`src/rtl/wdt_bark_bite.sv`:
```
module wdt_bark_bite #(
  parameter int CNT_W = 20,
  parameter int AW    = 8,
  parameter int DW    = 32
) (
  input  logic          clk,
  input  logic          rst_n,
  input  logic          tick,
  input  logic          suspended,
  input  logic          bus_en,
  input  logic          bus_we,
  input  logic [AW-1:0] bus_addr,
  input  logic [DW-1:0] bus_wdata,
  output logic [DW-1:0] bus_rdata,
  output logic          bark_irq,
  output logic          wake_irq,
  output logic          bite_rst
);
  localparam logic [CNT_W-1:0] CMAX     = '1;
  localparam logic [AW-1:0]    OFS_RST  = AW'(8'h04);
  localparam logic [AW-1:0]    OFS_EN   = AW'(8'h08);
  localparam logic [AW-1:0]    OFS_STS  = AW'(8'h0C);
  localparam logic [AW-1:0]    OFS_BARK = AW'(8'h10);
  localparam logic [AW-1:0]    OFS_BITE = AW'(8'h14);
  localparam logic [AW-1:0]    OFS_PEND = AW'(8'h24);

  logic [CNT_W-1:0] cnt_q, bark_thr_q, bite_thr_q, sh_bark, sh_bite;
  logic             en_q, wake_q, sh_en, sh_wake, bite_q;
  logic             pend_rst, pend_en, pend_bark, pend_bite;
  logic             wr, wr_rst, wr_en, wr_bark, wr_bite, en_nx;

  assign wr      = bus_en & bus_we;
  assign wr_rst  = wr & (bus_addr == OFS_RST) & bus_wdata[0];
  assign wr_en   = wr & (bus_addr == OFS_EN);
  assign wr_bark = wr & (bus_addr == OFS_BARK);
  assign wr_bite = wr & (bus_addr == OFS_BITE);
  assign en_nx   = (tick & pend_en) ? sh_en : en_q;

  always_ff @(posedge clk or negedge rst_n) begin
    if (!rst_n) begin
      sh_en   <= 1'b0;
      sh_wake <= 1'b0;
      sh_bark <= CMAX;
      sh_bite <= CMAX;
    end else begin
      if (wr_en) {sh_wake, sh_en} <= bus_wdata[1:0];
      if (wr_bark) sh_bark <= bus_wdata[CNT_W-1:0];
      if (wr_bite) sh_bite <= bus_wdata[CNT_W-1:0];
    end
  end

  always_ff @(posedge clk or negedge rst_n) begin
    if (!rst_n) begin
      pend_rst  <= 1'b0;
      pend_en   <= 1'b0;
      pend_bark <= 1'b0;
      pend_bite <= 1'b0;
    end else begin
      pend_rst  <= (pend_rst  & ~tick) | wr_rst;
      pend_en   <= (pend_en   & ~tick) | wr_en;
      pend_bark <= (pend_bark & ~tick) | wr_bark;
      pend_bite <= (pend_bite & ~tick) | wr_bite;
    end
  end

  always_ff @(posedge clk or negedge rst_n) begin
    if (!rst_n) begin
      en_q       <= 1'b0;
      wake_q     <= 1'b0;
      bark_thr_q <= CMAX;
      bite_thr_q <= CMAX;
      cnt_q      <= '0;
    end else if (tick) begin
      if (pend_en) {wake_q, en_q} <= {sh_wake, sh_en};
      if (pend_bark) bark_thr_q <= sh_bark;
      if (pend_bite) bite_thr_q <= sh_bite;
      if (pend_rst) cnt_q <= '0;
      else if (en_nx && cnt_q != CMAX) cnt_q <= cnt_q + 1'b1;
    end
  end

  always_ff @(posedge clk or negedge rst_n) begin
    if (!rst_n) bite_q <= 1'b0;
    else        bite_q <= bite_q | (en_q & (cnt_q >= bite_thr_q));
  end

  assign bark_irq = en_q & (cnt_q >= bark_thr_q);
  assign wake_irq = bark_irq & wake_q & suspended;
  assign bite_rst = bite_q;

  always_comb begin
    bus_rdata = '0;
    if (bus_en && !bus_we) begin
      case (bus_addr)
        OFS_EN:   bus_rdata[1:0] = {wake_q, en_q};
        OFS_STS:  begin
          bus_rdata[CNT_W:1] = cnt_q;
          bus_rdata[0]       = bark_irq;
        end
        OFS_BARK: bus_rdata[CNT_W-1:0] = bark_thr_q;
        OFS_BITE: bus_rdata[CNT_W-1:0] = bite_thr_q;
        OFS_PEND: bus_rdata[0] = pend_rst | pend_en | pend_bark | pend_bite;
        default:  bus_rdata = '0;
      endcase
    end
  end
endmodule

```
`config.mk`:
```
export PLATFORM = sky130hd
export DESIGN_NAME = wdt_bark_bite
export DESIGN_NICKNAME = d
export VERILOG_FILES = /design/src/rtl/wdt_bark_bite.sv
export SDC_FILE = /design/constraint.sdc
export NUM_CORES = 1
export LEC_CHECK = 0
export BUFFER_PORTS_ARGS = -buffer_cell sky130_fd_sc_hd__buf_2
export CORE_MARGIN = 2
export CORE_UTILIZATION = 25
export DETAILED_ROUTE_END_ITERATION = 16
export PLACE_DENSITY = 0.39
export SYNTH_ARGS = -nofsm -noshare
export SYNTH_HDL_FRONTEND = slang
export SYNTH_SLANG_ARGS = --single-unit
```
`constraint.sdc`:
```
create_clock -name clk -period 4.1 [get_ports clk]
set_input_delay 0.205 -clock clk [delete_from_list [all_inputs] [get_ports clk]]
set_output_delay 0.205 -clock clk [all_outputs]
set_load 0.02 [all_outputs]
```
==> flow_summary.yaml <==
status:
  status: "complete, but fails checks"
  violations: "hold timing"
detailed_routing:
  dr.pass1.iters: 4
  wirelength_um: 15900
  viasPerCell: 4.55
  drc: 0
  vias: 4281
  dr.first_iter.drc_count: 191
  antenna_left: 0
  wire_per_inst_um: 16.9
synth:
  yosysMostFrequentCell: "mux2_2"
  synth_top_area_cell: "dfstp_2"
  synth_flop_cell: "dfstp_2"
  yosysWarnings: 0
  async_flop_share: 1.00
  synth.distinct_cells: 55
  syn_area_um2: 6170
  synthTopCellsByCount: "mux2_2 (86), dfstp_2 (80), inv_1 (49)"
  synth_area_per_cell_um2: 11.1
  synth_edf_count: 0
  syn_inst: 557
  yosys-top-cells-area: "dfstp_2 (34%), mux2_2 (16%), dfrtp_1 (12%)"
  synth-seq-cells: 109
  synth.top_cell.area_share: 0.340
  synth_seq_area_share: 0.458
worst_setup_path:
  critPathKind: "flip-flop to output pin"
  path_cells: "inv_1, ha_1, and2_1, o2111ai_1, o21ai_0, a221oi_1, o41ai_1, buf_4, nand2_1, a21oi_1, buf_2"
  end_kind: "output pin"
  cp.required_ns: 3.89
  cpPeakStageDelay_ns: 0.54
  cp_top_family: "compound AO/OA/AOI/OAI gates"
  cp-start-kind: "flip-flop"
  worst-path-stages: 11
  crit_slowest_cell: "dfstp_2"
  r2r_cells: 8
  arrival_ns: 3.13
  critPathMaxFanout: 3
  cp_num_buf_inv: 3
finish:
  diodes: 0
  final_nets: 699
  layout.cells.non_filler: 941
  synthToLayoutAreaGrowth_pct: 14.1
  num-fill-cells: 2509
  layout-drive-gt1-share: 0.444
  seqCellArea_um2: 2830
  stdcell_area_um2: 7040
  multi_input_area_um2: 2990
placement:
  place_area_um2: 6750
  place_inst: 925
  place_ws_ns: 1.04
  hpwl_um: 11400
  io_buffers: 57
  place_congestion: 0.791
die:
  die_x_um: 161
  dieArea_um2: 26000
  ios: 81
  die_h_um: 161
  core_area_um2: 24300
  initial_utilization: 0.254
  num_rows: 57
timing:
  tightest_slew_ns: 1.25
  fin_skew_ns: 0.00945
  period_needed_ns: 3.33
  period_share: 0.813
  tns_ns: 0
  maxSlewHeadroom: 0.163
  hold_viol: 8
  rsz0062_at_grt: "no"
  slew_viol_final: 0
  setup_slack_ns: 0.767
  setup_violations: 0
  holdWs_ns: -0.0236
  maxClockFrequency_mhz: 300
clocking:
  clock_tree.buffer_depth: 2
  cts_hold_buf: 0
  clk_latency_ns: 0.36
  cts_tree: "yes"
  cts_made_buffers: 9
  clkSinkCount: 109
  clk_pin_slew_worst_paths_ns: 0.07
  postCtsSetupBuffers: 0
  cts_resized: 0
  htreeDepth: 3
  cts-root-buf: "clkbuf_16"
run:
  drv_cap: 0
global_route:
  grt-ovfl-total: 0
  grtUsageTotal: 0.127
  grt_pass1_wl_um: 25200
  antenna_found_initial: 0
  grt_max_degree: 70
  grt_pass1_vias: 4411
power:
  powerDensity_nw_per_um2: 301
  ir_drop_mv: 0.183
  p_leak_nw: 2.88
hold_path:
  hold_path.class: "primary input to asynchronous set/reset pin"
-- through the flow --
step,utilization,power [mW]
after CTS,0.290,2.16
after detailed placement,0.278,1.25
after floorplan,-,1.19
after global placement,0.278,1.25
after global routing,0.290,2.22
final,0.290,2.12
-- kinds of logic (layout without fill, tap and decap cells) --
family / count (synthesis) / in the layout / share of synthesized area
adder cells (fa/ha/maj): 41 / 41 / 0.0831
other: 1 / 11 / 0.000607
XOR/XNOR: 8 / 8 / 0.0113
multiplexers: 87 / 87 / 0.158
flip-flops: 109 / 109 / 0.458
buffers and inverters: 80 / 130 / 0.0642
AO/OA/AOI/OAI: 99 / 99 / 0.116
AND/OR/NAND/NOR: 132 / 132 / 0.109
-- state kept, by name (all words and copies together), names as in the netlist, 20 cells and up --
signal	cells
bark_thr_q	20
sh_bark	20
cnt_q	20
bite_thr_q	20
sh_bite	20
-- final timing paths --
kind / start / to / slack [ns]
worst min register to register: bite_rst / bite_rst / 0.51
worst min-delay path: rst_n / sh_wake / -0.02
worst max register to register: cnt_q[1] / cnt_q[18] / 1.68
max in group asynchronous: rst_n / sh_bite[5] / 3.06
worst max-delay path: bark_thr_q[7] / bus_rdata[0] / 0.77
min in group clk: bus_wdata[16] / sh_bark[16] / 0.09
-- cell usage in the layout (no fill, tap or decap), types with 6 or more instances in the layout --
cell type and count:
conb_1 11, ha_1 41, dfstp_2 80, inv_1 49, a21oi_2 10, a21oi_1 24
mux2_2 86, nand3_1 12, a22oi_2 10, dfrtp_1 29, a21o_1 6, buf_4 9
xnor2_1 8, a22oi_1 7, buf_2 56, clkbuf_16 9, nor2_1 24, nand2_1 48
o21ai_0 20, nor4_1 7
-- area by class of cell --
cell class	count	share of cell area
Multi-Input combinational cell	378	0.424
Sequential cell	109	0.401
Inverter	49	0.0261
Clock buffer	11	0.0330
Timing Repair Buffer	65	0.0494
Tap cell	324	0.0575
Clock inverter	5	0.00835
-- power breakdown --
part	leakage (nW)	internal, mW	switching [mW]	total (mW)
registers	1.22	1.10	0.0165	1.12
clock network	0.144	0.478	0.411	0.888
logic	1.51	0.0429	0.0687	0.112
-- metal layers --
layer,share of wire,track usage,vias up
met5,0,0,-
met4,0.010,0.0329,0
met3,0.020,0.0203,9
met2,0.46,0.201,58
met1,0.51,0.181,2155
li1,-,-,2059
Note: power is estimated with default switching activity, not from simulation.
